## src/rtl/voice_env_pkg.sv

```systemverilog
// Package: stage encoding and the computed rate and level curves shared by
// the envelope modules. Assumes 7-bit codes and a 16-bit envelope word.
package voice_env_pkg;

    localparam int ENV_W  = 16;
    localparam int CODE_W = 7;

    typedef enum logic [2:0] {
        ST_IDLE    = 3'd0,
        ST_DELAY   = 3'd1,
        ST_ATTACK  = 3'd2,
        ST_HOLD    = 3'd3,
        ST_DECAY   = 3'd4,
        ST_SUSTAIN = 3'd5,
        ST_RELEASE = 3'd6
    } env_stage_t;

    // Log-spaced step: 4-bit mantissa with implied one, 3-bit exponent.
    function automatic logic [ENV_W-1:0] rise_step(input logic [CODE_W-1:0] c);
        logic [ENV_W-1:0] m;
        m = {11'd0, 1'b1, c[3:0]};
        return (c == '0) ? '0 : ENV_W'((m << c[6:4]) >> 4);
    endfunction

    // Falling step never stalls, so release always completes.
    function automatic logic [ENV_W-1:0] fall_step(input logic [CODE_W-1:0] c);
        return (c == '0) ? ENV_W'(1) : rise_step(c);
    endfunction

    // Sustain level to linear: halves every 8 codes, linear between.
    function automatic logic [ENV_W-1:0] sus_linear(input logic [CODE_W-1:0] s);
        logic [CODE_W-1:0] a;
        logic [ENV_W-1:0]  b;
        logic [19:0]       p;
        a = 7'd127 - s;
        b = 16'hFFFF >> a[6:3];
        p = {4'd0, b} * {17'd0, a[2:0]};
        return (s == '0) ? '0 : b - ENV_W'(p >> 4);
    endfunction

endpackage

```

## src/rtl/env_cfg_regs.sv

```systemverilog
// Host configuration registers for one voice envelope. Holds the state word,
// the hold/attack fields and the sustain/decay fields, and turns sustain/decay
// writes into attack or release requests. Assumes at most one strobe per cycle.
module env_cfg_regs
    import voice_env_pkg::*;
(
    input  logic              clk,
    input  logic              rst_n,
    input  logic              wr_state,
    input  logic              wr_ha,
    input  logic              wr_sd,
    input  logic [ENV_W-1:0]  wr_data,
    output logic [ENV_W-1:0]  state_word,
    output logic [CODE_W-1:0] hold_code,
    output logic [CODE_W-1:0] atk_code,
    output logic [CODE_W-1:0] sus_code,
    output logic [CODE_W-1:0] dcy_code,
    output logic              inhibit,
    output logic              trig_atk,
    output logic              trig_rel
);

    // Capture the three host words.
    always_ff @(posedge clk) begin
        if (!rst_n) begin
            state_word <= '0;
            hold_code  <= '0;
            atk_code   <= '0;
            sus_code   <= '0;
            dcy_code   <= '0;
            inhibit    <= 1'b0;
        end else begin
            if (wr_state) state_word <= wr_data;
            if (wr_ha) begin
                hold_code <= wr_data[14:8];
                atk_code  <= wr_data[6:0];
            end
            if (wr_sd) begin
                sus_code <= wr_data[14:8];
                inhibit  <= wr_data[7];
                dcy_code <= wr_data[6:0];
            end
        end
    end

    // Phase bit of a sustain/decay write selects the request.
    assign trig_atk = wr_sd & ~wr_data[15];
    assign trig_rel = wr_sd &  wr_data[15];

endmodule

```

## src/rtl/env_unit_timer.sv

```systemverilog
// Coarse-unit countdown: a prescaler of DIV ticks per unit in front of a
// unit counter. Pulses expire on the tick that ends the last unit.
// Assumes load_val is nonzero whenever run may follow the load.
module env_unit_timer #(
    parameter int DIV   = 32,
    parameter int CNT_W = 16
) (
    input  logic             clk,
    input  logic             rst_n,
    input  logic             load,
    input  logic [CNT_W-1:0] load_val,
    input  logic             run,
    output logic             expire
);

    localparam int PRE_W = (DIV > 1) ? $clog2(DIV) : 1;
    localparam logic [PRE_W-1:0] PRE_LAST = PRE_W'(DIV - 1);

    logic [PRE_W-1:0] pre_q;
    logic [CNT_W-1:0] cnt_q;

    // Prescale ticks into units and count units down.
    always_ff @(posedge clk) begin
        if (!rst_n) begin
            pre_q <= '0;
            cnt_q <= '0;
        end else if (load) begin
            pre_q <= '0;
            cnt_q <= load_val;
        end else if (run) begin
            if (pre_q == PRE_LAST) begin
                pre_q <= '0;
                cnt_q <= cnt_q - 1'b1;
            end else begin
                pre_q <= pre_q + 1'b1;
            end
        end
    end

    assign expire = run && !load && (pre_q == PRE_LAST) && (cnt_q == CNT_W'(1));

    // the timer is never run with its unit count exhausted.
    p_count_live_r5: assert property (@(posedge clk) disable iff (!rst_n)
        run |-> (cnt_q != '0));

endmodule

```

## src/rtl/voice_env_gen.sv

```systemverilog
// Stage sequencer and envelope accumulator for one voice. Steps once per tick
// through delay, attack, hold, decay, sustain and release. Host writes take
// priority over a tick in the same cycle; a set inhibit flag freezes ticks.
module voice_env_gen
    import voice_env_pkg::*;
#(
    parameter int DLY_DIV  = 32,
    parameter int HOLD_DIV = 4234
) (
    input  logic        clk,
    input  logic        rst_n,
    input  logic        tick,
    input  logic        wr_state,
    input  logic        wr_ha,
    input  logic        wr_sd,
    input  logic [15:0] wr_data,
    output logic [15:0] env_out,
    output logic [2:0]  stage_out
);

    localparam logic [ENV_W-1:0] FULL  = '1;
    localparam logic [ENV_W-1:0] D_ORG = 16'h8000;

    logic [ENV_W-1:0]  state_word;
    logic [CODE_W-1:0] hold_code, atk_code, sus_code, dcy_code;
    logic              inhibit, trig_atk, trig_rel;
    env_stage_t        stage_q;
    logic [ENV_W-1:0]  env_q;

    env_cfg_regs i_cfg (
        .clk(clk), .rst_n(rst_n), .wr_state(wr_state), .wr_ha(wr_ha),
        .wr_sd(wr_sd), .wr_data(wr_data), .state_word(state_word),
        .hold_code(hold_code), .atk_code(atk_code), .sus_code(sus_code),
        .dcy_code(dcy_code), .inhibit(inhibit), .trig_atk(trig_atk),
        .trig_rel(trig_rel)
    );

    logic             any_wr, step_en, has_delay, atk_full, enter_hold;
    logic [ENV_W-1:0] dly_n, hold_n, a_step, f_step, sus_lvl;
    logic             dly_exp, hold_exp;

    // Derived step sizes, targets and stage-entry conditions.
    always_comb begin
        any_wr     = wr_state | wr_ha | wr_sd;
        step_en    = tick & ~any_wr & ~inhibit;
        has_delay  = ~state_word[15];
        dly_n      = D_ORG - state_word;
        hold_n     = ENV_W'(7'd127 - hold_code);
        a_step     = rise_step(atk_code);
        f_step     = fall_step(dcy_code);
        sus_lvl    = sus_linear(sus_code);
        atk_full   = ({1'b0, env_q} + {1'b0, a_step}) >= {1'b0, FULL};
        enter_hold = step_en && (stage_q == ST_ATTACK) && (a_step != '0)
                     && atk_full && (hold_n != '0);
    end

    env_unit_timer #(.DIV(DLY_DIV), .CNT_W(ENV_W)) i_dly_tmr (
        .clk(clk), .rst_n(rst_n), .load(trig_atk && has_delay),
        .load_val(dly_n), .run(step_en && stage_q == ST_DELAY),
        .expire(dly_exp)
    );

    env_unit_timer #(.DIV(HOLD_DIV), .CNT_W(ENV_W)) i_hold_tmr (
        .clk(clk), .rst_n(rst_n), .load(enter_hold), .load_val(hold_n),
        .run(step_en && stage_q == ST_HOLD), .expire(hold_exp)
    );

    // Stage sequencing and envelope arithmetic.
    always_ff @(posedge clk) begin
        if (!rst_n) begin
            stage_q <= ST_IDLE;
            env_q   <= '0;
        end else if (trig_rel) begin
            stage_q <= ST_RELEASE;
        end else if (trig_atk) begin
            env_q   <= '0;
            stage_q <= has_delay ? ST_DELAY : ST_ATTACK;
        end else if (step_en) begin
            case (stage_q)
                ST_DELAY: if (dly_exp) stage_q <= ST_ATTACK;
                ST_ATTACK: begin
                    if (a_step != '0) begin
                        if (atk_full) begin
                            env_q   <= FULL;
                            stage_q <= (hold_n != '0) ? ST_HOLD : ST_DECAY;
                        end else begin
                            env_q <= env_q + a_step;
                        end
                    end
                end
                ST_HOLD: if (hold_exp) stage_q <= ST_DECAY;
                ST_DECAY: begin
                    if ({1'b0, env_q} <= ({1'b0, sus_lvl} + {1'b0, f_step})) begin
                        env_q   <= sus_lvl;
                        stage_q <= ST_SUSTAIN;
                    end else begin
                        env_q <= env_q - f_step;
                    end
                end
                ST_RELEASE: begin
                    if (env_q <= f_step) begin
                        env_q   <= '0;
                        stage_q <= ST_IDLE;
                    end else begin
                        env_q <= env_q - f_step;
                    end
                end
                default: ;
            endcase
        end
    end

    assign env_out   = env_q;
    assign stage_out = stage_q;

    // an idle voice is silent.
    p_idle_silent_r8: assert property (@(posedge clk) disable iff (!rst_n)
        (stage_q == ST_IDLE) |-> (env_q == '0));
    // no output while the delay runs.
    p_delay_silent_r2: assert property (@(posedge clk) disable iff (!rst_n)
        (stage_q == ST_DELAY) |-> (env_q == '0));
    // attack never lowers the envelope without a host write.
    p_attack_rises_r3: assert property (@(posedge clk) disable iff (!rst_n)
        (stage_q == ST_ATTACK && !any_wr) |=> (env_q >= $past(env_q)));
    // release never raises the envelope without a host write.
    p_release_falls_r8: assert property (@(posedge clk) disable iff (!rst_n)
        (stage_q == ST_RELEASE && !any_wr) |=> (env_q <= $past(env_q)));
    // sustain holds its level.
    p_sustain_flat_r7: assert property (@(posedge clk) disable iff (!rst_n)
        (stage_q == ST_SUSTAIN && !any_wr) |=> $stable(env_q));
    // the freeze flag blocks all tick-driven change.
    p_freeze_r10: assert property (@(posedge clk) disable iff (!rst_n)
        (inhibit && !any_wr) |=> ($stable(env_q) && $stable(stage_q)));

endmodule

```

## config.mk

```make
export PLATFORM = sky130hd
export DESIGN_NAME = voice_env_gen
export DESIGN_NICKNAME = d
export VERILOG_FILES = /design/src/rtl/voice_env_pkg.sv /design/src/rtl/env_cfg_regs.sv /design/src/rtl/env_unit_timer.sv /design/src/rtl/voice_env_gen.sv
export SDC_FILE = /design/constraint.sdc
export NUM_CORES = 1
export LEC_CHECK = 0
export BUFFER_PORTS_ARGS = -buffer_cell sky130_fd_sc_hd__buf_2
export CAP_MARGIN = 15
export CORE_UTILIZATION = 58
export DETAILED_ROUTE_END_ITERATION = 10
export PLACE_DENSITY = 0.74
export SKIP_CTS_REPAIR_TIMING = 1
export SYNTH_ARGS = -nofsm -noshare
export SYNTH_HDL_FRONTEND = slang
export SYNTH_HIERARCHICAL = 1
export SYNTH_SLANG_ARGS = --single-unit
```

## constraint.sdc

```tcl
create_clock -name clk -period 7.3 [get_ports clk]
set_input_delay 0.73 -clock clk [delete_from_list [all_inputs] [get_ports clk]]
set_output_delay 0.73 -clock clk [all_outputs]
set_load 0.005 [all_outputs]
```

# Word level (Yosys, flattened, before mapping)
# Cells that the tools add are included.
dict set report totals {
  register_bits 114
  output_inout_bits 19
  word_cells 132
}
dict set report classes {
  n_eq_ne 21
  shift 3
  n_mux 30
  n_bitwise 12
  reduce_logical 37
  mul 1
  addsub 12
  order_cmp 3
}
# cell n
set op_table {}
lappend op_table {{$mux W16} 13}
lappend op_table {{$pmux W16 S3} 1}
lappend op_table {{$add A16 B12 Y17} 2}
lappend op_table {{$eq A16 B1 Y1 const B} 2}
lappend op_table {{$reduce_bool A16 Y1} 2}
lappend op_table {{$shl A5 B3 Y16} 2}
lappend op_table {{$sub A16 B1 Y16 const B} 2}
lappend op_table {{$mux W3} 10}
lappend op_table {{$mux W12} 2}
lappend op_table {{$logic_not A7 Y1} 3}
lappend op_table {{$ne A4 B3 Y1 const B} 5}
lappend op_table {{$mul A16 B3 Y19} 1}
lappend op_table {{$ge A17 B16 Y1 const B} 1}
lappend op_table {{$le A16 B17 Y1} 1}
lappend op_table {{$add A16 B12 Y16} 1}
lappend op_table {{$le A16 B12 Y1} 1}
lappend op_table {{$reduce_and A8 Y1} 2}
lappend op_table {{$shr A16 B4 Y16 const A} 1}
lappend op_table {{$sub A16 B12 Y16} 1}
lappend op_table {{$sub A16 B15 Y16} 1}
lappend op_table {{$sub A16 B16 Y16 const A} 1}
lappend op_table {{$ne A3 B3 Y1 const B} 5}
lappend op_table {{$pmux W3 S5} 1}
lappend op_table {{$add A13 B1 Y13 const B} 1}
lappend op_table {{other kinds (26)} 57}

# Depth between registers and ports, before layout
# Gate-level depths: netlist of run 1.
dict set report logic_depth {
  ltp_word 18
  ltp_mapped 40
  ltp_nobuf 39
}

# Modules after synthesis
# Netlist of run 1, hierarchy kept.
# module seq_area_each_um2 instances area_per_inst_um2 cells_each
set by_module_without_submodules {}
lappend by_module_without_submodules {voice_env_gen 380.4 1 6267.3 882}
lappend by_module_without_submodules {env_cfg_regs 900.9 1 1752.9 147}
lappend by_module_without_submodules {{env_unit_timer at i_hold_tmr} 580.6 1 1627.8 199}
lappend by_module_without_submodules {{env_unit_timer at i_dly_tmr} 420.4 1 1109.8 131}

# Least setup slack after synthesis of run 1
# OpenSTA, ideal clock, no wires.
dict set report synth_timing {
  path_type {register -> register}
  startpoint {register i_cfg.sus_code[6]}
  endpoint {register stage_q[0], in the netlist stage_out[0]}
  period_less_slack_ps 7743
  t_arrival_ps 7657
  setup_slack_ps -443
  path_stages_with_launch 37
  t_required_ps 7214
  setup_ps 86
  cell_sequence {dfxtp_1 -> clkbuf_1 -> nor2_1 -> or2_2 -> fa_1 -> inv_1 -> ha_1 -> a41o_1 -> a21oi_2 -> o21ba_2 -> nor2b_1 -> nor2_1 -> nor2b_1 -> nor2_1 -> xor2_1 -> ha_1 -> a21o_2 -> and2_1 -> nor3_1 -> xnor2_1 -> and2_1 -> ha_1 -> o21a_1 -> nor2_1 -> a2111oi_4 -> and4b_2 -> buf_2 -> xnor2_1 -> ha_1 -> nand4_1 -> nor2_1 -> a211o_1 -> o31ai_2 -> nor2_1 -> o2111a_1 -> or4_1 -> a211oi_1}
}
dict set report synth_between {
  elab_chain_cells 9
  word_cells_on_any_way 10
}
# item line
set synth_lines {}
lappend synth_lines {{start, declared} env_cfg_regs.sv:16} ;# output logic [CODE_W-1:0] sus_code,
lappend synth_lines {{start signal, assigned} env_cfg_regs.sv:39} ;# sus_code <= wr_data[14:8];
lappend synth_lines {{$sub A7 B7 Y7} voice_env_pkg.sv:35} ;# a = 7'd127 - s;
lappend synth_lines {{$shr A16 B4 Y16} voice_env_pkg.sv:36} ;# b = 16'hFFFF >> a[6:3];
lappend synth_lines {{$mul A16 B3 Y19} voice_env_pkg.sv:37} ;# p = {4'd0, b} * {17'd0, a[2:0]};
lappend synth_lines {{$sub A16 B15 Y16} voice_env_pkg.sv:38} ;# return (s == '0) ? '0 : b - ENV_W'(p >> 4);
lappend synth_lines {{$mux W16 *} voice_env_pkg.sv:38}
lappend synth_lines {{$add A16 B12 Y17 *} voice_env_gen.sv:93} ;# if ({1'b0, env_q} <= ({1'b0, sus_lvl} + {1'b0, f_step})) begin
lappend synth_lines {{$le A16 B17 Y1 *} voice_env_gen.sv:93}
lappend synth_lines {{$ne A3 B3 Y1 (no line) *} -}
lappend synth_lines {{$reduce_and A8 Y1 (no line) *} -}
lappend synth_lines {{end signal, assigned} voice_env_gen.sv:77} ;# stage_q <= has_delay ? ST_DELAY : ST_ATTACK;
lappend synth_lines {{end signal, assigned} voice_env_gen.sv:85} ;# stage_q <= (hold_n != '0) ? ST_HOLD : ST_DECAY;
lappend synth_lines {{end, declared} voice_env_gen.sv:27} ;# env_stage_t stage_q;
# Every way passes the cells marked *; elsewhere a longest branch is shown, timed or not.
# A chain may end at the register's enable or synchronous reset.

# Worst setup path after layout of run 1
dict set report layout_timing {
  startpoint {register i_cfg.sus_code[4]}
  endpoint {register env_q[6], in the netlist env_out[6]}
}
dict set report layout_between {
  elab_chain_cells 11
  word_cells_on_any_way 12
}
# item line
set layout_lines {}
lappend layout_lines {{$sub A7 B7 Y7} voice_env_pkg.sv:35}
lappend layout_lines {{$shr A16 B4 Y16} voice_env_pkg.sv:36}
lappend layout_lines {{$mul A16 B3 Y19} voice_env_pkg.sv:37}
lappend layout_lines {{$sub A16 B15 Y16} voice_env_pkg.sv:38}
lappend layout_lines {{$mux W16 *} voice_env_pkg.sv:38}
lappend layout_lines {{$add A16 B12 Y17} voice_env_gen.sv:93}
lappend layout_lines {{$le A16 B17 Y1} voice_env_gen.sv:93}
lappend layout_lines {{$mux W16 *} voice_env_gen.sv:93}
lappend layout_lines {{$pmux W16 S3 *} voice_env_gen.sv:79} ;# case (stage_q)
lappend layout_lines {{$mux W16 *} voice_env_gen.sv:78} ;# end else if (step_en) begin
lappend layout_lines {{$mux W16 *} voice_env_gen.sv:75} ;# end else if (trig_atk) begin
lappend layout_lines {{end signal, assigned} voice_env_gen.sv:87} ;# env_q <= env_q + a_step;
lappend layout_lines {{end signal, assigned} voice_env_gen.sv:94} ;# env_q <= sus_lvl;
lappend layout_lines {{end signal, assigned} voice_env_gen.sv:97} ;# env_q <= env_q - f_step;
lappend layout_lines {{end, declared} voice_env_gen.sv:28} ;# logic [ENV_W-1:0] env_q;
# Every way passes the cells marked *; elsewhere a longest branch is shown, timed or not. The select of a mux whose other input is x is not followed.

==> impl_metrics.py, run 1 <==
metrics = {
    "drt": {
        "highest_layer": "met4",
        "drt_iter0_markers": 740,
        "drt-met1-wl_mm": 12.37,
        "firstDrtPassIters": 8,
        "post_drt_wl_per_cell_um": 16.81,
        "remaining_drc_errors": 4,
        "dr_wl_met3_mm": 1.404,
        "wl_mm": 28.01,
        "routed_via_density": 6.146,
        "route.met2.wl_mm": 13.56,
        "postRouteAntennaNets": 0,
        "dr_total_vias": 10240,
    },
    "outcome": {
        "violations": "design-rule violations",
        "outcome": "complete, but fails checks",
    },
    "cells_and_area": {
        "fin_area_sq_um": 12300,
        "nFillCells": 1501,
        "drive_gt1_share_pct": 16.35,
        "num_antenna_cells": 0,
        "area_delta_synth_final_pct": 14.32,
        "utilization_pct": 68.00,
        "fin_nets": 1545,
        "seq_area_sq_um": 2288,
        "multiInputGateArea_sq_um": 8149,
    },
    "cts": {
        "cts_root_buffer": "clkbuf_16",
        "cts_buffers": 17,
        "cts_buffer_depth": 2,
        "cts_htree_levels": 4,
        "insertion_delay_ns": 0.42,
        "tritoncts": "done",
        "clk_pin_slew_worst_paths_ns": 0.06,
        "clock-sinks": 114,
    },
    "yosys": {
        "synth-edff-count": 0,
        "syn-instance-count": 1359,
        "syn_area_sq_um": 10760,
        "ys_seq_area_share_pct": 21.21,
        "ys_ff_latch": 114,
        "async_reset_ff_share_pct": 0,
        "ys.flop_type": "dfxtp_1",
        "syn_avg_cell_area_sq_um": 7.916,
        "synth_cell_type_count": 100,
        "yosysWarnings": 6,
    },
    "floorplan": {
        "die_h_um": 138.2,
        "row_count": 49,
        "io_pins": 41,
        "start_util_pct": 59.48,
        "core_area_sq_um": 18090,
        "chipWidth_um": 138.2,
        "die_area_sq_um": 19100,
    },
    "power_and_ir_drop": {
        "p_leak_nw": 5.486,
        "irDropWorstVdd_v": 0.0002016,
        "power_density_nw_per_um2": 226.3,
    },
    "sta": {
        "finalSetupViolCount": 0,
        "finClkSkew_ns": 0.01141,
        "max_slew.worst_pin.slew_ns": 0.9371,
        "timing.hold.ws_ns": 0.5112,
        "finalHoldViolations": 0,
        "fin_crit_ns": 7.147,
        "rsz0062_at_grt": "true",
        "period_share_pct": 97.91,
        "timing.final.ws_setup_ns": 0.1527,
        "fmax_ghz": 0.1399,
        "drv_slew": 0,
        "max_slew_margin_pct": 36.95,
    },
    "worst_hold_path": {
        "min_path_cells": 2,
        "whs_endpoint": "i_hold_tmr/cnt_q[12]",
        "hold_start": "i_hold_tmr/cnt_q[12]",
        "min_path_type": "register to register",
    },
    "setup_path": {
        "critPathSlowestCell": "fa_1",
        "critPathKind": "register to register",
        "worstPathRequired_ns": 7.60,
        "ff2ff_setup_slack_ns": 0.15,
        "rr_endpoint": "env_out[6]",
        "cp_common_cell": "buf_4",
        "cp_data_arrival_time_ns": 7.44,
        "r2r_start": "i_cfg/sus_code[4]",
        "startpoint_type": "register",
        "reg2regPathDepth": 34,
        "end_kind": "register",
        "crit_fanout": 11,
        "critical_path.max_stage_delay_ns": 0.48,
    },
    "placement": {
        "place_ws_ns": -0.1251,
        "numPortBuffers": 40,
        "dp_hpwl_mm": 20.65,
        "post_dp_cell_area_sq_um": 11310,
        "place_congestion": 0.9296,
    },
    "global_route": {
        "antenna_found_initial": 0,
        "first_global_vias": 9379,
        "grt_pass1_wl_mm": 45.26,
        "grt_max_degree": 87,
        "grt.overflow.total": 0,
        "groute.usage.overall_pct": 28.86,
    },
    "run": {
        "max-cap-violations": 0,
    },
}
worst max-delay path by stage:
stage | endpoint | slack [ns] | start
floorplan | stage_out[0] | 0.01 | i_cfg/sus_code[4]
global placement | stage_out[0] | 0.05 | i_cfg/sus_code[5]
detailed placement | stage_out[0] | -0.13 | i_cfg/sus_code[5]
CTS | stage_out[0] | -0.18 | i_cfg/sus_code[5]
global route | env_out[12] | -0.12 | i_cfg/sus_code[4]
finish | env_out[6] | 0.15 | i_cfg/sus_code[4]
synth_stat cells, drive strengths merged (18+ instances only):
cell | instances | area share (%)
a211oi | 19 | 1.3
a21oi | 67 | 3.2
a31oi | 22 | 1.4
and2 | 21 | 1.2
buf | 22 | 1.7
clkbuf | 44 | 1.6
dfxtp | 114 | 21
ha | 82 | 9.5
inv | 77 | 2.7
mux2i | 60 | 5.7
nand2 | 85 | 3.0
nand2b | 18 | 1.0
nand3 | 40 | 1.9
nand4 | 24 | 1.4
nor2 | 121 | 4.2
nor2b | 59 | 3.5
nor3 | 40 | 2.0
nor4 | 21 | 1.3
o21ai | 82 | 3.9
o31ai | 24 | 1.7
or3 | 19 | 1.2
or4 | 20 | 1.5
xnor2 | 54 | 4.4
xor2 | 38 | 3.1
where the power goes:
group | switching, mW | internal (mW) | total, mW
clock network | 0.331 | 0.511 | 0.842
logic | 0.692 | 0.572 | 1.26
registers | 0.0302 | 0.646 | 0.676
cell usage in the layout, fill, tap and decap left out, drive strengths merged, types with 12 or more instances in the layout:
cell type  count
a211oi        19
a21o          14
a21oi         67
a31oi         22
and2          21
and3          13
buf          104
clkbuf        17
dfxtp        114
fa            17
ha            82
inv           84
mux2i         60
nand2         85
nand2b        18
nand3         40
nand4         24
nor2         121
nor2b         59
nor3          40
nor4          21
o211ai        16
o21a          12
o21ai         82
o31ai         24
or2           14
or3           19
or4           20
xnor2         54
xor2          38
registers in the layout, indices dropped and copies added (netlist names), 5 cells and up:
register / count
i_cfg/hold_code: 7
env_out: 16
i_cfg/dcy_code: 7
i_hold_tmr/cnt_q: 16
i_dly_tmr/cnt_q: 16
i_hold_tmr/pre_q: 13
i_cfg/state_word: 16
i_cfg/atk_code: 7
i_cfg/sus_code: 7
i_dly_tmr/pre_q: 5
cells by family (layout without fill, tap and decap cells):
kind of cell / count (synthesis) / in the layout / share of synthesized area, %
AO/OA/AOI/OAI: 320 / 320 / 19.99
XOR/XNOR: 92 / 92 / 7.490
adder cells (fa/ha/maj): 99 / 99 / 12.70
buffers and inverters: 143 / 213 / 6.013
flip-flops: 114 / 114 / 21.21
multiplexers: 63 / 63 / 5.967
other: 1 / 9 / 0.03486
AND/OR/NAND/NOR: 527 / 527 / 26.59
per-stage QoR:
step	instances	setup TNS (ns)	total power [mW]
2_1_floorplan	1367	0	1.507
3_3_place_gp	1613	0	1.767
3_5_place_dp	1613	-0.3141	1.786
4_1_cts	1645	-0.5198	2.636
5_1_grt	1666	-1.299	2.935
6_report	1666	0	2.783
final cells by class:
cell class | instances | share of cell area [%]
clock buffer | 17 | 3.459
clock inverter | 15 | 1.394
inverter | 77 | 2.350
multi-input combinational | 1110 | 66.26
sequential | 114 | 18.61
tap | 229 | 2.330
timing repair buffer | 104 | 5.596
metal layers:
layer  vias to the layer above  global-route usage [%]
li1                       5043                       -
met1                      4844                   36.90
met2                       300                   50.13
met3                        53                   3.672
met4                         0                   9.935
met5                         -                       0
worst max-delay path: cells and delay by family, from the launching register on:
kind	cells	cell delay [ns]
XOR/XNOR	2	0.29
flip-flops	1	0.36
AND/OR/NAND/NOR	7	0.78
multiplexers	2	0.52
adder cells (fa/ha/maj)	4	1.55
buffers and inverters	5	0.91
AO/OA/AOI/OAI	14	2.63
Note: power is estimated with default switching activity, not from simulation.
==> run 2, diff against run 1 <==
--- a/config.mk
+++ b/config.mk
@@ -5,6 +5,7 @@
 export SDC_FILE = /design/constraint.sdc
 export NUM_CORES = 1
 export LEC_CHECK = 0
+export ABC_AREA = 1
 export BUFFER_PORTS_ARGS = -buffer_cell sky130_fd_sc_hd__buf_2
 export CAP_MARGIN = 15
 export CORE_UTILIZATION = 58
==> constraint.sdc (replaced) <==
create_clock -name clk -period 7.3 [get_ports clk]
set_input_delay 0.73 -clock clk [delete_from_list [all_inputs] [get_ports clk]]
set_output_delay 0.73 -clock clk [all_outputs]
set_load 0.01 [all_outputs]
==> run 2 against run 1 <==
  * The run now ends clean
  * Power increased by 3.9%
  * Clock power is 2.6% lower
  * Cell count is 37% higher
  * Fmax rose by 3.5%
  * Die area up 9.9%
  * Non-clock buffer count fell by 50
  * Synthesized cell count is 45% higher
  * Largest power group unchanged
  * Clock-buffer cell count is 1 higher
  * Cell area grew 4.5%
  * Wire length up 7.6%
  * Hold slack got worse by 0.037 ns
==> impl_metrics.py, run 2 <==
metrics = {
    "floorplan": {
        "die_h_um": 144.9,
        "row_count": 51,
        "io_pins": 41,
        "chipWidth_um": 144.9,
        "start_util_pct": 60.04,
        "die_area_sq_um": 20990,
        "core_area_sq_um": 19720,
    },
    "power_and_ir_drop": {
        "cellInternalPower_mw": 1.650,
        "irDropWorstVdd_v": 0.0001769,
        "sequentialPowerShare_pct": 23.7,
        "p_leak_nw": 6.764,
        "power_density_nw_per_um2": 225.1,
        "p_comb_share_pct": 47.9,
        "power.net_switching_mw": 1.242,
        "power_frac_clock_pct": 28.3,
        "totalPowerFinal_mw": 2.891,
        "switching_share_pct": 42.95,
    },
    "global_route": {
        "groute.usage.overall_pct": 29.05,
        "grt_max_degree": 64,
        "antenna_found_initial": 0,
        "grt.overflow.total": 0,
        "first_global_vias": 10600,
        "grt_pass1_wl_mm": 49.00,
    },
    "yosys": {
        "syn_avg_cell_area_sq_um": 6.016,
        "netlist.area_leader.share_pct": 19.28,
        "ys_seq_area_share_pct": 19.28,
        "synth_commonest_cells": "543 x nand2_1, 323 x nor2_1, 279 x inv_1",
        "async_reset_ff_share_pct": 0,
        "syn_area_sq_um": 11840,
        "yosysMostFrequentCell": "nand2_1",
        "synth_cell_type_count": 58,
        "ys_ff_latch": 114,
        "yosysWarnings": 6,
        "ys_top_cells_by_area": "dfxtp_1 19%, nand2_1 17%, nor2_1 10%",
        "synth_top_area_cell": "dfxtp_1",
        "synth-edff-count": 0,
        "ys.flop_type": "dfxtp_1",
        "syn-instance-count": 1968,
    },
    "drt": {
        "remaining_drc_errors": 0,
        "firstDrtPassIters": 5,
        "wl_mm": 30.13,
        "routed_via_density": 5.305,
        "postRouteAntennaNets": 0,
        "drt_iter0_markers": 940,
        "post_drt_wl_per_cell_um": 13.20,
        "dr_total_vias": 12110,
    },
    "setup_path": {
        "end_kind": "register",
        "startpoint_type": "register",
        "critPathSlowestCell": "fa_1",
        "critical_path.max_stage_delay_ns": 0.41,
        "cp_common_cell": "nand2_1",
        "path_buf_inv": 7,
        "cp_data_arrival_time_ns": 7.23,
        "worstPathRequired_ns": 7.63,
        "crit_fanout": 7,
        "cp_top_family": "simple AND/OR/NAND/NOR gates",
        "critPathKind": "register to register",
    },
    "sta": {
        "max_slew.worst_pin.slew_ns": 0.9210,
        "finClkSkew_ns": 0.01068,
        "drv_slew": 0,
        "period_share_pct": 94.55,
        "fmax_ghz": 0.1449,
        "finalSetupTns_ns": 0,
        "max_slew_margin_pct": 38.13,
        "finalSetupViolCount": 0,
        "fin_crit_ns": 6.902,
        "finalHoldViolations": 0,
    },
    "run": {
        "max-cap-violations": 0,
    },
    "cells_and_area": {
        "final_common_cell": "nand2_1",
        "nFillCells": 1887,
        "fin_area_sq_um": 12850,
        "drive_gt1_share_pct": 10.06,
        "seq_area_sq_um": 2295,
        "num_antenna_cells": 0,
        "most-common-layout-cells": "540 x nand2_1, 320 x nor2_1, 279 x inv_1",
        "multiInputGateArea_sq_um": 8220,
        "fin_nets": 2127,
        "area_delta_synth_final_pct": 8.518,
        "utilization_pct": 65.16,
    },
    "placement": {
        "dp_hpwl_mm": 23.16,
        "post_dp_cell_area_sq_um": 12140,
        "place_congestion": 0.9457,
        "numPortBuffers": 40,
    },
    "cts": {
        "clock-sinks": 114,
        "cts_htree_levels": 4,
        "tritoncts": "done",
        "clk_pin_slew_worst_paths_ns": 0.05,
        "cts_buffers": 17,
        "cts_buffer_depth": 2,
        "insertion_delay_ns": 0.42,
        "cts_root_buffer": "clkbuf_16",
    },
    "worst_hold_path": {
        "min_path_type": "register to register",
    },
    "outcome": {
        "outcome": "complete, no violations",
    },
}
==> run 2: cell count changes in the layout (fill, tap and decap cells not counted), moves of 33 or more <==
cell / before / now
nor2_1: 115 / 320
nor2b_1: 57 / 0
inv_1: 75 / 279
mux2i_1: 58 / 3
a21oi_1: 60 / 93
xnor2_1: 51 / 18
nand2_1: 80 / 540
nand3_1: 40 / 127
buf_4: 62 / 14
==> run 2: final cells by class <==
cell class              count  share of cell area (%)
inverters                 297                   8.707
clock buffers              18                   3.418
repair buffers             54                   2.376
well taps                 265                   2.581
multi-input cells        1522                   63.99
clock inverters            13                   1.071
flip-flops and latches    114                   17.86
==> run 2: final timing paths <==
check / startpoint / to / slack [ns] / cells after the start
hold reg to reg: i_cfg/dcy_code[0] / i_cfg/dcy_code[0] / 0.47 / 2
setup / recovery: i_cfg/sus_code[6] / env_out[1] / 0.40 / 50
hold / removal: i_cfg/dcy_code[0] / i_cfg/dcy_code[0] / 0.47 / 2
setup reg to reg: i_cfg/sus_code[6] / env_out[1] / 0.40 / 50
==> run 2: through the flow <==
stage | setup WS, ns | instances | hold slack, ns
after floorplan | 0.9200 | 1976 | 0.4438
after global placement | 0.3100 | 2243 | 0.4586
after detailed placement | 0.1873 | 2243 | 0.4667
after CTS | 0.1527 | 2274 | 0.4761
after global routing | -0.2244 | 2283 | 0.4984
final | 0.3977 | 2283 | 0.4747
==> run 2: logic make-up (layout without fill, tap and decap cells) <==
family | Yosys count | count (layout) | share of synthesized area [%]
xor+xnor | 58 | 58 | 4.291
mux | 3 | 3 | 0.2537
other cells | 1 | 9 | 0.03168
flops | 114 | 114 | 19.28
simple gates | 1139 | 1140 | 42.03
fa+ha+maj | 99 | 99 | 11.54
compound gates | 212 | 213 | 10.37
buf+inv | 342 | 382 | 12.21
==> run 2: per-layer routing <==
layer	routed length, um	GRT usage [%]	up-vias	share of wire (%)
li1	-	-	6279	-
met5	0	0	-	0
met1	14290	40.20	5457	47
met4	416	6.537	0	1.4
met2	13810	47.77	330	46
met3	1614	3.817	46	5.4
==> run 2: power by group through the flow <==
stage               sequential, mW  combinational, mW  clock [mW]
detailed placement           0.698               1.32           0
finish                       0.686               1.39       0.820
floorplan                    0.688               1.07           0
global route                 0.690               1.58       0.856
CTS                          0.685               1.33       0.830
global placement             0.698               1.30           0
==> run 2: worst min-delay path, stage by stage, from the launching register on <==
cell and delay, ns:
dfxtp_1 0.31, nor2_1 0.08, nor2_1 0.05
==> run 3, diff against run 2 <==
--- a/config.mk
+++ b/config.mk
@@ -5,12 +5,11 @@
 export SDC_FILE = /design/constraint.sdc
 export NUM_CORES = 1
 export LEC_CHECK = 0
-export ABC_AREA = 1
 export BUFFER_PORTS_ARGS = -buffer_cell sky130_fd_sc_hd__buf_2
 export CAP_MARGIN = 15
-export CORE_UTILIZATION = 58
+export CORE_UTILIZATION = 64
 export DETAILED_ROUTE_END_ITERATION = 10
-export PLACE_DENSITY = 0.74
+export PLACE_DENSITY = 0.78
 export SKIP_CTS_REPAIR_TIMING = 1
 export SYNTH_ARGS = -nofsm -noshare
 export SYNTH_HDL_FRONTEND = slang
==> constraint.sdc (replaced) <==
create_clock -name clk -period 7.8 [get_ports clk]
set_input_delay 0.78 -clock clk [delete_from_list [all_inputs] [get_ports clk]]
set_output_delay 0.78 -clock clk [all_outputs]
set_load 0.01 [all_outputs]
==> run 3 against run 2 <==
  * Clock power is 5.4% higher
  * Cell count decreased by 29%
  * Register-to-register slack worse by 0.13 ns
  * Clock-buffer cell count unchanged
  * Critical path type unchanged
  * Critical endpoint is now env_out[12]
==> impl_metrics.py, run 3 (synthesis results as in run 1) <==
metrics = {
    "worst_hold_path": {
        "min_path_type": "register to register",
        "hold_start": "i_hold_tmr/cnt_q[12]",
        "whs_endpoint": "i_hold_tmr/cnt_q[12]",
        "min_path_cells": 2,
    },
    "setup_path": {
        "critPathKind": "register to register",
        "crit_fanout": 9,
        "worstPathRequired_ns": 8.11,
        "ff2ff_setup_slack_ns": 0.27,
        "critical_path.max_stage_delay_ns": 0.57,
        "critPathSlowestCell": "or4_4",
        "cp_data_arrival_time_ns": 7.84,
        "cp_common_cell": "nor2_1",
        "end_kind": "register",
        "reg2regPathDepth": 35,
        "rr_endpoint": "env_out[12]",
        "r2r_start": "i_cfg/sus_code[3]",
        "startpoint_type": "register",
    },
    "sta": {
        "timing.final.ws_setup_ns": 0.2660,
        "fmax_ghz": 0.1327,
        "finalHoldViolations": 0,
        "max_slew_margin_pct": 32.32,
        "finClkSkew_ns": 0.008674,
        "drv_slew": 0,
        "finalSetupViolCount": 0,
        "fin_crit_ns": 7.534,
        "period_share_pct": 96.59,
        "finalSetupTns_ns": 0,
        "max_slew.worst_pin.slew_ns": 1.007,
    },
    "power_and_ir_drop": {
        "power_density_nw_per_um2": 213.2,
        "p_leak_nw": 5.279,
        "totalPowerFinal_mw": 2.523,
        "irDropWorstVdd_v": 0.0001970,
    },
    "cts": {
        "insertion_delay_ns": 0.42,
        "clock-sinks": 114,
        "cts_buffer_depth": 2,
        "tritoncts": "done",
        "cts_root_buffer": "clkbuf_16",
        "cts_buffers": 17,
        "clk_pin_slew_worst_paths_ns": 0.06,
        "cts_htree_levels": 4,
    },
    "cells_and_area": {
        "drive_gt1_share_pct": 11.49,
        "final_cells": 1621,
        "fin_nets": 1509,
        "final_common_cell": "nor2_1",
        "utilization_pct": 71.61,
        "area_delta_synth_final_pct": 10.00,
        "most-common-layout-cells": "119 x nor2_1, 113 x dfxtp_1, 84 x nand2_1",
        "num_antenna_cells": 0,
    },
    "drt": {
        "firstDrtPassIters": 6,
        "highest_layer": "met4",
        "dr_total_vias": 10120,
        "remaining_drc_errors": 0,
        "wl_mm": 28.20,
        "drt_iter0_markers": 864,
        "dr_wl_met3_mm": 1.605,
        "post_drt_wl_per_cell_um": 17.39,
        "routed_via_density": 6.246,
        "postRouteAntennaNets": 0,
        "route.met2.wl_mm": 13.49,
        "drt-met1-wl_mm": 12.33,
    },
    "placement": {
        "dp_hpwl_mm": 20.81,
        "placed_cells": 1584,
        "numPortBuffers": 40,
        "place_ws_ns": 0.1782,
        "place_congestion": 1.003,
    },
    "floorplan": {
        "die_area_sq_um": 17330,
        "io_pins": 41,
        "row_count": 47,
        "chipWidth_um": 131.7,
        "core_area_sq_um": 16520,
        "die_h_um": 131.7,
        "start_util_pct": 65.10,
    },
    "global_route": {
        "first_global_vias": 9479,
        "grt_max_degree": 76,
        "groute.usage.overall_pct": 32.75,
        "grt_pass1_wl_mm": 46.46,
        "antenna_found_initial": 0,
        "grt.overflow.total": 0,
    },
    "outcome": {
        "outcome": "complete, no violations",
    },
    "run": {
        "max-cap-violations": 0,
    },
}
[run 3: worst max-delay path: cells and delay by family, from the launching register on]
family | cells | cell delay [ns]
xor+xnor | 3 | 0.43
simple gates | 13 | 2.23
flops | 1 | 0.35
compound gates | 12 | 2.54
buf+inv | 2 | 0.33
fa+ha+maj | 5 | 1.55
[run 3: cell type report]
class,instances,area [sq um]
flip-flops and latches,114,2283
clock buffers,18,439.2
fillers,1319,4691
multi-input cells,1110,7935
inverters,77,289.0
repair buffers,68,410.4
clock inverters,14,201.4
well taps,220,275.3
[run 3: how the worst max path moves through the flow]
stage                               to  slack [ns]               from
after floorplan           stage_out[0]        0.06  i_cfg/sus_code[6]
after global placement    stage_out[0]        0.33  i_cfg/sus_code[3]
after detailed placement  stage_out[0]        0.18  i_cfg/sus_code[3]
after CTS                  env_out[14]        0.07  i_cfg/sus_code[3]
after global routing      stage_out[0]       -0.08  i_cfg/sus_code[5]
final                      env_out[12]        0.27  i_cfg/sus_code[3]
[run 3: power breakdown]
part / internal (mW) / switching, mW
registers: 0.605 / 0.0297
clock network: 0.547 / 0.317
logic: 0.427 / 0.598
total: 1.58 / 0.944
[run 3: routing by layer]
metal | global-route usage (%) | vias to the layer above
met5 | 0 | -
met4 | 12.73 | 0
met1 | 41.70 | 4742
li1 | - | 4968
met3 | 5.285 | 69
met2 | 55.17 | 345
[run 3: stage by stage]
stage          hold slack, ns  cell area, sq um
2_1_floorplan          0.4635             10790
3_3_place_gp           0.4824             11090
3_5_place_dp           0.4834             11090
4_1_cts                0.4967             11730
5_1_grt                0.5092             11830
6_report               0.5009             11830
